===== config.mk =====
export PLATFORM = sky130hd
export DESIGN_NAME = ack_poll_engine
export DESIGN_NICKNAME = d
export VERILOG_FILES = /design/src/rtl/apoll_pkg.sv /design/src/rtl/apoll_gap_timer.sv /design/src/rtl/apoll_try_counter.sv /design/src/rtl/apoll_seq.sv /design/src/rtl/ack_poll_engine.sv
export SDC_FILE = /design/constraint.sdc
export NUM_CORES = 1
export LEC_CHECK = 0
export BUFFER_PORTS_ARGS = -buffer_cell sky130_fd_sc_hd__buf_2
export CAP_MARGIN = 0
export CORE_MARGIN = 5
export CORE_UTILIZATION = 50
export CTS_CLUSTER_DIAMETER = 50
export DETAILED_ROUTE_END_ITERATION = 6
export PLACE_DENSITY = 0.75
export RECOVER_POWER = 50
export SLEW_MARGIN = 20
export SYNTH_ARGS = -nofsm -noshare
export SYNTH_HDL_FRONTEND = slang
export SYNTH_SLANG_ARGS = --single-unit
export TNS_END_PERCENT = 10

===== constraint.sdc =====
create_clock -name clk -period 2.9 [get_ports clk]
set_input_delay 0.435 -clock clk [delete_from_list [all_inputs] [get_ports clk]]
set_output_delay 0.435 -clock clk [all_outputs]
set_load 0.02 [all_outputs]

===== src/rtl/apoll_pkg.sv =====
// Package: shared encodings for the EEPROM write-completion poller.
// Assumes a 7-bit device address and write-direction probes only.
package apoll_pkg;

    localparam int ADDR_W = 7;

    // Command kinds presented to the I2C master.
    typedef enum logic {
        CMD_PROBE = 1'b0,
        CMD_STOP  = 1'b1
    } cmd_kind_e;

    // Sequencer states.
    typedef enum logic [2:0] {
        ST_IDLE      = 3'd0,
        ST_PROBE     = 3'd1,
        ST_PROBE_RSP = 3'd2,
        ST_STOP      = 3'd3,
        ST_STOP_RSP  = 3'd4,
        ST_GAP       = 3'd5
    } seq_state_e;

endpackage


===== src/rtl/apoll_gap_timer.sv =====
// Module: apoll_gap_timer
// Counts the retry gap. A load sets the count so that `expired` is seen
// max(period,1) cycles later. Assumes load is only pulsed on entry to the gap.
module apoll_gap_timer #(
    parameter int GAP_W = 16
) (
    input  logic             clk,
    input  logic             rst_n,
    input  logic             load,
    input  logic [GAP_W-1:0] period,
    output logic             expired
);

    logic [GAP_W-1:0] cnt_q;
    logic [GAP_W-1:0] load_val;

    // Load value: a zero period behaves as a one-cycle gap.
    always_comb begin
        load_val = (period == '0) ? '0 : period - 1'b1;
    end

    // Down-counter that rests at zero.
    always_ff @(posedge clk) begin
        if (!rst_n) begin
            cnt_q <= '0;
        end else if (load) begin
            cnt_q <= load_val;
        end else if (cnt_q != '0) begin
            cnt_q <= cnt_q - 1'b1;
        end
    end

    assign expired = (cnt_q == '0);

    // a running gap count only moves downward by one per cycle.
    assert_gap_descends_R4: assert property (@(posedge clk) disable iff (!rst_n)
        (!load && cnt_q != '0) |=> (cnt_q == $past(cnt_q) - 1'b1));

endmodule


===== src/rtl/apoll_try_counter.sv =====
// Module: apoll_try_counter
// Counts answered probes and holds the captured budget. Flags whether the
// attempt now being answered is the last allowed one and whether the budget is spent.
// Assumes clr and inc are never asserted together.
module apoll_try_counter #(
    parameter int TRY_W = 8
) (
    input  logic             clk,
    input  logic             rst_n,
    input  logic             clr,
    input  logic             inc,
    input  logic [TRY_W-1:0] limit_in,
    output logic [TRY_W-1:0] count,
    output logic             final_try,
    output logic             spent
);

    localparam int EXT_W = TRY_W + 1;

    logic [TRY_W-1:0] count_q;
    logic [TRY_W-1:0] limit_q;
    logic [EXT_W-1:0] next_ext;

    // Attempt counter: cleared on accepted start, stepped per probe response.
    always_ff @(posedge clk) begin
        if (!rst_n) begin
            count_q <= '0;
        end else if (clr) begin
            count_q <= '0;
        end else if (inc) begin
            count_q <= count_q + 1'b1;
        end
    end

    // Budget capture at accepted start.
    always_ff @(posedge clk) begin
        if (!rst_n) begin
            limit_q <= '0;
        end else if (clr) begin
            limit_q <= limit_in;
        end
    end

    // Budget comparisons, widened so a full-scale limit does not wrap.
    always_comb begin
        next_ext  = {1'b0, count_q} + 1'b1;
        final_try = (next_ext >= {1'b0, limit_q});
        spent     = (count_q >= limit_q);
    end

    assign count = count_q;

    // the count only steps up by one or returns to zero.
    assert_count_step_R6: assert property (@(posedge clk) disable iff (!rst_n)
        (count_q != $past(count_q)) |-> ((count_q == $past(count_q) + 1'b1) || (count_q == '0)));

    // the count never passes the captured budget.
    assert_no_overrun_R7: assert property (@(posedge clk) disable iff (!rst_n)
        count_q <= limit_q);

endmodule


===== src/rtl/apoll_seq.sv =====
// Module: apoll_seq
// Control sequencer: probe, await response, close with STOP when the bus is
// owned, then finish or wait a gap. Assumes the master answers each
// accepted command with exactly one rsp_valid.
module apoll_seq
    import apoll_pkg::*;
(
    input  logic      clk,
    input  logic      rst_n,
    input  logic      go,
    input  logic      zero_budget,
    input  logic      final_try,
    input  logic      budget_spent,
    input  logic      gap_expired,
    input  logic      cmd_ready,
    input  logic      rsp_valid,
    input  logic      rsp_ack,
    input  logic      rsp_arb_lost,
    output logic      cmd_valid,
    output cmd_kind_e cmd_kind,
    output logic      busy,
    output logic      ready_pulse,
    output logic      timeout_pulse,
    output logic      take_cfg,
    output logic      cnt_inc,
    output logic      gap_load
);

    seq_state_e state_q, state_d;
    logic       ok_q, ok_d;
    logic       ready_q, timeout_q;
    logic       set_ready, set_timeout;
    logic       probe_ok;

    assign probe_ok = rsp_ack && !rsp_arb_lost;

    // Next-state and one-shot decisions.
    always_comb begin
        state_d     = state_q;
        ok_d        = ok_q;
        gap_load    = 1'b0;
        set_ready   = 1'b0;
        set_timeout = 1'b0;
        unique case (state_q)
            ST_IDLE: begin
                if (go) begin
                    if (zero_budget) set_timeout = 1'b1;
                    else             state_d     = ST_PROBE;
                end
            end
            ST_PROBE: begin
                if (cmd_ready) state_d = ST_PROBE_RSP;
            end
            ST_PROBE_RSP: begin
                if (rsp_valid) begin
                    if (rsp_arb_lost) begin
                        if (final_try) begin
                            set_timeout = 1'b1;
                            state_d     = ST_IDLE;
                        end else begin
                            gap_load = 1'b1;
                            state_d  = ST_GAP;
                        end
                    end else begin
                        ok_d    = probe_ok;
                        state_d = ST_STOP;
                    end
                end
            end
            ST_STOP: begin
                if (cmd_ready) state_d = ST_STOP_RSP;
            end
            ST_STOP_RSP: begin
                if (rsp_valid) begin
                    if (ok_q) begin
                        set_ready = 1'b1;
                        state_d   = ST_IDLE;
                    end else if (budget_spent) begin
                        set_timeout = 1'b1;
                        state_d     = ST_IDLE;
                    end else begin
                        gap_load = 1'b1;
                        state_d  = ST_GAP;
                    end
                end
            end
            ST_GAP: begin
                if (gap_expired) state_d = ST_PROBE;
            end
            default: state_d = ST_IDLE;
        endcase
    end

    // State, outcome flag and registered completion pulses.
    always_ff @(posedge clk) begin
        if (!rst_n) begin
            state_q   <= ST_IDLE;
            ok_q      <= 1'b0;
            ready_q   <= 1'b0;
            timeout_q <= 1'b0;
        end else begin
            state_q   <= state_d;
            ok_q      <= ok_d;
            ready_q   <= set_ready;
            timeout_q <= set_timeout;
        end
    end

    assign busy          = (state_q != ST_IDLE);
    assign cmd_valid     = (state_q == ST_PROBE) || (state_q == ST_STOP);
    assign cmd_kind      = (state_q == ST_STOP) ? CMD_STOP : CMD_PROBE;
    assign take_cfg      = go && (state_q == ST_IDLE);
    assign cnt_inc       = (state_q == ST_PROBE_RSP) && rsp_valid;
    assign ready_pulse   = ready_q;
    assign timeout_pulse = timeout_q;

    // ready lasts a single cycle.
    assert_ready_single_R3: assert property (@(posedge clk) disable iff (!rst_n)
        ready_pulse |=> !ready_pulse);

    // timeout lasts a single cycle.
    assert_timeout_single_R7: assert property (@(posedge clk) disable iff (!rst_n)
        timeout_pulse |=> !timeout_pulse);

    // the two outcomes never coincide.
    assert_outcome_excl_R10: assert property (@(posedge clk) disable iff (!rst_n)
        !(ready_pulse && timeout_pulse));

    // ready is reported only once the run has left the busy states.
    assert_ready_idle_R3: assert property (@(posedge clk) disable iff (!rst_n)
        ready_pulse |-> !busy);

endmodule


===== src/rtl/ack_poll_engine.sv =====
// Module: ack_poll_engine (top)
// Detects the end of an EEPROM internal write cycle by address probing
// through an I2C master command interface. Captures address, gap and budget
// on an accepted start; the inputs may change freely afterwards.
module ack_poll_engine
    import apoll_pkg::*;
#(
    parameter int TRY_W = 8,
    parameter int GAP_W = 16
) (
    input  logic              clk,
    input  logic              rst_n,
    input  logic              start,
    input  logic [6:0]        dev_addr,
    input  logic [GAP_W-1:0]  retry_gap,
    input  logic [TRY_W-1:0]  retry_limit,
    output logic              busy,
    output logic              ready_pulse,
    output logic              timeout_pulse,
    output logic [TRY_W-1:0]  tries_used,
    output logic              cmd_valid,
    output logic              cmd_kind,
    output logic [7:0]        cmd_byte,
    input  logic              cmd_ready,
    input  logic              rsp_valid,
    input  logic              rsp_ack,
    input  logic              rsp_arb_lost
);

    logic [ADDR_W-1:0] addr_q;
    logic [GAP_W-1:0]  gap_q;
    logic              take_cfg, cnt_inc, gap_load, gap_expired;
    logic              final_try, spent;
    cmd_kind_e         kind_e;

    // Address and gap capture at accepted start.
    always_ff @(posedge clk) begin
        if (!rst_n) begin
            addr_q <= '0;
            gap_q  <= '0;
        end else if (take_cfg) begin
            addr_q <= dev_addr;
            gap_q  <= retry_gap;
        end
    end

    apoll_seq u_seq (
        .clk           (clk),
        .rst_n         (rst_n),
        .go            (start),
        .zero_budget   (retry_limit == '0),
        .final_try     (final_try),
        .budget_spent  (spent),
        .gap_expired   (gap_expired),
        .cmd_ready     (cmd_ready),
        .rsp_valid     (rsp_valid),
        .rsp_ack       (rsp_ack),
        .rsp_arb_lost  (rsp_arb_lost),
        .cmd_valid     (cmd_valid),
        .cmd_kind      (kind_e),
        .busy          (busy),
        .ready_pulse   (ready_pulse),
        .timeout_pulse (timeout_pulse),
        .take_cfg      (take_cfg),
        .cnt_inc       (cnt_inc),
        .gap_load      (gap_load)
    );

    apoll_try_counter #(.TRY_W(TRY_W)) u_tries (
        .clk       (clk),
        .rst_n     (rst_n),
        .clr       (take_cfg),
        .inc       (cnt_inc),
        .limit_in  (retry_limit),
        .count     (tries_used),
        .final_try (final_try),
        .spent     (spent)
    );

    apoll_gap_timer #(.GAP_W(GAP_W)) u_gap (
        .clk     (clk),
        .rst_n   (rst_n),
        .load    (gap_load),
        .period  (gap_q),
        .expired (gap_expired)
    );

    assign cmd_kind = kind_e;
    assign cmd_byte = {addr_q, 1'b0};

    // a stalled command is held unchanged.
    assert_cmd_hold_R11: assert property (@(posedge clk) disable iff (!rst_n)
        (cmd_valid && !cmd_ready) |=> (cmd_valid && $stable(cmd_kind) && $stable(cmd_byte)));

    // the probe address stays fixed for the whole run.
    assert_addr_fixed_R9: assert property (@(posedge clk) disable iff (!rst_n)
        (busy && $past(busy)) |-> $stable(cmd_byte));

    // no command leaves an idle engine.
    assert_idle_quiet_R1: assert property (@(posedge clk) disable iff (!rst_n)
        !busy |-> !cmd_valid);

endmodule


==> After elaboration in Yosys (flattened, before gate mapping) <==
Cells that the tools add are included.
{ "op_classes": {"shifts": 0, "n_mux": 33, "addsub": 4, "bitwise_logic": 2, "n_eq_ne": 12, "multipliers": 0, "n_lt_le_gt_ge": 2, "n_reduce_logical": 16, "div_mod_pow": 0} }
{ "ops": {"columns": ["op", "count"], "rows": [
  ["16-bit 2-to-1 mux", 3],
  ["3-bit 2-to-1 mux", 11],
  ["16-bit logical NOT", 2],
  ["16-bit by 1-bit subtractor with 16-bit output, second input constant", 2],
  ["3-bit one-hot mux with 6 select lines", 1],
  ["1-bit 2-to-1 mux", 16],
  ["16-bit nonzero test", 1],
  ["2-bit != test, second input constant", 7],
  ["8-bit by 1-bit adder with 9-bit output, second input constant", 1],
  ["9-bit by 8-bit >= comparator with 1-bit output", 1],
  ["8-bit by 1-bit adder with 8-bit output, second input constant", 1],
  ["8-bit >= comparator", 1],
  ["8-bit logical NOT", 1],
  ["7-bit AND reduction", 1],
  ["3-bit by 2-bit equality test with 1-bit output, second input constant", 2],
  ["3-bit equality test, second input constant", 2],
  ["3-bit AND reduction", 2],
  ["3-bit by 1-bit equality test with 1-bit output, second input constant", 1],
  ["1-bit logical AND", 3],
  ["3-bit logical NOT", 1],
  ["1-bit one-hot mux with 3 select lines", 1],
  ["3-bit nonzero test", 1],
  ["1-bit NOT", 2],
  ["1-bit one-hot mux with 2 select lines", 1],
  ["4 further kinds", 4]
]} }
{ "totals": {"ramBits": 0, "regBits": 61, "latch_bits": 0, "mem_bits_ro": 0, "elab_cells": 78, "memories": 0} }

==> Depth between registers and ports, before layout <==
{ "depth": {"depth_word": 7, "ltp_mapped": 13, "ltp_nobuf": 11} }

==> Cells and area by module <==
A second synthesis with hierarchy kept.
{ "unflattened": {"cells_unflattened": 397, "area_unflattened_um2": 3565.9} }
{ "modules_own_cells": {"columns": ["mod", "seq_area_each_um2", "area_per_inst_um2", "n_inst", "cells_each"], "rows": [
  ["apoll_gap_timer", 320.3, 1131.1, 1, 144],
  ["apoll_try_counter", 320.3, 1099.8, 1, 121],
  ["ack_poll_engine", 460.4, 902.1, 1, 79],
  ["apoll_seq", 120.1, 432.9, 1, 53]
]} }

==> Least setup slack after synthesis <==
No wires, ideal clock.
{ "synth_path": {"path_kind": "reg2reg", "from": "register u_tries.count_q[2] (netlist: u_tries.count[2])", "to": "register u_gap.cnt_q[6]", "slack_ns": -0.404, "required_time_ns": 2.779, "setup_time_ns": 0.121, "path_stages_with_launch": 14, "t_arrival_ns": 3.183, "synth_period_minus_slack_ns": 3.304, "path_buffers": 2, "path_cell_list": "dfxtp_1 > clkbuf_1 > and3_1 > and3_1 > nand3_1 > xnor2_1 > ha_1 > nand3_1 > o221ai_1 > a31oi_1 > nand4_1 > nand2_1 > buf_2 > mux2_2"} }
{ "synth_via": {"elab_chain_cells": 7} }
{ "synth_rtl": {"columns": ["item", "line", "source"], "rows": [
  ["start, declared", "apoll_try_counter.sv:20", "logic [TRY_W-1:0] count_q;"],
  ["start signal, assigned", "apoll_try_counter.sv:31", "count_q <= count_q + 1'b1;"],
  ["8-bit by 1-bit adder with 9-bit output (*)", "apoll_try_counter.sv:46", "next_ext = {1'b0, count_q} + 1'b1;"],
  ["named net u_tries.next_ext[7]", "apoll_try_counter.sv:22", "logic [EXT_W-1:0] next_ext;"],
  ["9-bit by 8-bit >= comparator with 1-bit output (*)", "apoll_try_counter.sv:47", "final_try = (next_ext >= {1'b0, limit_q});"],
  ["1-bit 2-to-1 mux (*)", "apoll_seq.sv:57", "if (final_try) begin"],
  ["1-bit 2-to-1 mux (*)", "apoll_seq.sv:56", "if (rsp_arb_lost) begin"],
  ["1-bit 2-to-1 mux (*)", "apoll_seq.sv:55", "if (rsp_valid) begin"],
  ["1-bit one-hot mux with 2 select lines (*)", "apoll_seq.sv:44", "unique case (state_q)"],
  ["16-bit 2-to-1 mux / 2-bit nonzero test (equally long branches)", null, null],
  ["end signal, assigned", "apoll_gap_timer.sv:27", "cnt_q <= load_val;"],
  ["end signal, assigned", "apoll_gap_timer.sv:29", "cnt_q <= cnt_q - 1'b1;"],
  ["end, declared", "apoll_gap_timer.sv:14", "logic [GAP_W-1:0] cnt_q;"]
]} }
The timed path passes the listed nets; every way through them passes the cells marked *.
A chain may end at the register's enable or synchronous reset.

==> Worst setup path in the final report <==
{ "layout_path": {"from": "register u_tries.count_q[2] (netlist: u_tries.count[2])", "to": "register u_gap.cnt_q[1]"} }
Same word-level chain as after synthesis.

==> metrics.md <==
| Metric | Value |
|---|---|
| Starting density of the core | `0.512` |
| Fmax achieved | `359 MHz` |
| Cell taking the most area after synthesis | `dfxtp_1` |
| Status | `finished clean` |
| Syn Nets | `493` |
| Die Area | `0.00873 mm²` |
| Antenna violations before repair | `0` |
| Crit start category | `flop` |
| Synth top cells by count | `nand2_1 (85), dfxtp_1 (61), a21oi_1 (44)` |
| Wire per inst | `14.1 µm` |
| CP required | `3170 ps` |
| Footprint of the multi-input gates | `0.00211 mm²` |
| Seq/Total Area, Yosys | `0.351` |
| Post-synth ARST share | `0` |
| Setup tns final | `0 ps` |
| Reg clk slew, reported paths | `80 ps` |
| Nets | `557` |
| Sink Count | `61` |
| Crit path kind | `reg -> reg` |
| Starting DRT DRC Count | `151` |
| Final Slew Violations | `0` |
| Worst hold path type | `in -> reg` |
| Synth area leaders | `dfxtp_1 (35%), nand2_1 (9.2%), ha_1 (6.8%)` |
| DP Cell Count | `579` |
| Max IR drop VDD | `0.445 mV` |
| #FFs+latches synth | `61` |
| Synthesized area per cell | `7.98 µm²` |
| Post-Synthesis Cells | `436` |
| Final setup viols | `0` |
| Design Power | `2.92 mW` |
| Root buffer cell | `clkbuf_8` |
| Reg area | `0.00123 mm²` |
| Max-Cap Viols | `0` |
| Global route total overflow | `0` |
| Worst path arrival time | `3050 ps` |
| Minimum clock period | `2780 ps` |
| Layout cells sized above 1 | `0.196` |
| Final antenna-violating net count | `0` |
| Largest net degree at the start of global routing | `38` |
| Total wire length | `8480 µm` |
| TritonCTS Buffers | `9` |
| Row count | `30` |
| Die H | `93.4 µm` |
| Filler cells | `648` |
| Via Count | `3,294` |
| Clock latency on the worst-skew pair | `350 ps` |
| Critical Path End Type | `flop` |
| TritonRoute pass-1 iters | `4` |
| Final Cycle Share | `0.959` |
| H-tree depth | `3` |
| Die W | `93.4 µm` |
| Slew HR | `0.116` |
| DRC Markers | `0` |
| Port Buffers | `57` |
| Core Region | `0.00679 mm²` |
| Gpl congestion | `0.906` |
| Predominant post-synthesis flop cell | `dfxtp_1` |
| Ports | `59` |
| Synth warn | `0` |
| HPWL Detailed | `6000 µm` |
| Max FO, Critical Path | `9` |
| Yosys cell types | `51` |
| Pwr dens | `707 mW/mm²` |
| Synth top area share | `0.351` |
| Final hold violations | `0` |
| EDFF count, synth | `0` |
| Global-route wire length before repair | `14,400 µm` |
| Ant diodes | `0` |
| Final setup skew | `8.40 ps` |
| CTS max path bufs | `2` |
| Vias in the first global route | `3,236` |
| Final std cells w/o fill | `601` |
| TritonCTS clock tree | `done` |
| Area delta synth->final | `18.7%` |
| Slew of the pin with the lowest slew margin | `1330 ps` |
| Pleak | `1.70 nW` |
| Most common cell in the netlist | `nand2_1` |
| Synth Cell Area | `0.00348 mm²` |
| GRT Total Usage | `0.205` |
| Via-to-Cell Ratio | `5.48` |
worst max-delay path, cell delays in order, from the launching register on:
cell and delay, ps:
dfxtp_4 400, and3_4 210, and3_1 230, nand3_1 110, xnor2_1 140, ha_1 310, nand3_1 120, o221ai_1 150
a31oi_2 200, nand4_1 200, nand2_4 130, clkbuf_4 190, buf_4 120, mux2i_1 200
worst paths after layout:
path                                        from              to  slack (ps)  cells after the start
worst max-delay path            u_tries.count[2]  u_gap.cnt_q[1]         120                     13
worst min-delay path                retry_gap[4]        gap_q[4]         320                      3
worst max register to register  u_tries.count[2]  u_gap.cnt_q[1]         120                     13
worst min register to register         addr_q[2]       addr_q[2]         460                      2
per-stage QoR:
step | area [µm²] | worst slack (ps) | utilization | hold WS [ps]
3_5_place_dp | 3910 | 83.7 | 0.575 | 446
3_3_place_gp | 3910 | 132 | 0.575 | 439
4_1_cts | 4090 | 59.0 | 0.602 | 303
5_1_grt | 4130 | -86.5 | 0.608 | 297
6_report | 4130 | 118 | 0.608 | 317
2_1_floorplan | 3510 | 2.03 | - | 436
logic make-up (layout without fill, tap and decap cells):
family,count (synthesis),in the layout,synth area share
adders and majority gates,19,19,0.0683
xor gates and xnor gates,34,34,0.0856
DFF,61,61,0.351
muxes,16,16,0.0493
AOI/OAI and AO/OA,83,83,0.148
buffers and inverters,40,109,0.0475
and+or+nand+nor,182,182,0.249
other,1,1,0.00108
state kept, by name, summed over array words and instances (netlist names):
name,count
u_seq.ok_q,1
u_tries.count,8
u_tries.limit_q,8
gap_q,16
u_seq.ready_pulse,1
u_gap.cnt_q,16
u_seq.timeout_pulse,1
u_seq.state_q,3
addr_q,7
where the power goes:
part	internal, mW	switching, mW
registers	0.970	0.138
clock network	0.339	0.365
logic	0.515	0.596
total	1.82	1.10
area by class of cell:
type / instances / area share
Multi-Input combinational cell: 335 / 0.511
Sequential cell: 61 / 0.298
Timing Repair Buffer: 77 / 0.102
Clock buffer: 10 / 0.0333
Tap cell: 96 / 0.0291
Inverter: 16 / 0.0145
Clock inverter: 6 / 0.0115
routing by layer:
layer  track usage  vias up  share of wire
li1              -     1641              -
met2         0.367       89           0.50
met1         0.229     1544           0.43
met4        0.0794        0          0.023
met5             0        -              0
met3        0.0571       20          0.044
timing repair:
action / in CTS / in global routing
setup endpoints to repair: 0 / 8
setup buffers: 0 / 6
resized for setup: 0 / 3
hold buffers: 0 / 0
endpoints found under the hold margin: 0 / 0
cells in the final DEF (no fill, tap or decap), types with 8 or more instances in the layout:
cell type	instances
nand2_1	84
dfxtp_1	56
a21oi_1	44
buf_2	40
nor2_1	34
ha_1	19
clkbuf_1	18
xnor2_1	17
xor2_1	17
buf_4	17
inv_1	15
clkbuf_8	10
nand3_1	9
nor3_1	9
mux2_2	9
o31ai_1	8
No activity file was read; power rests on OpenSTA's default activity.
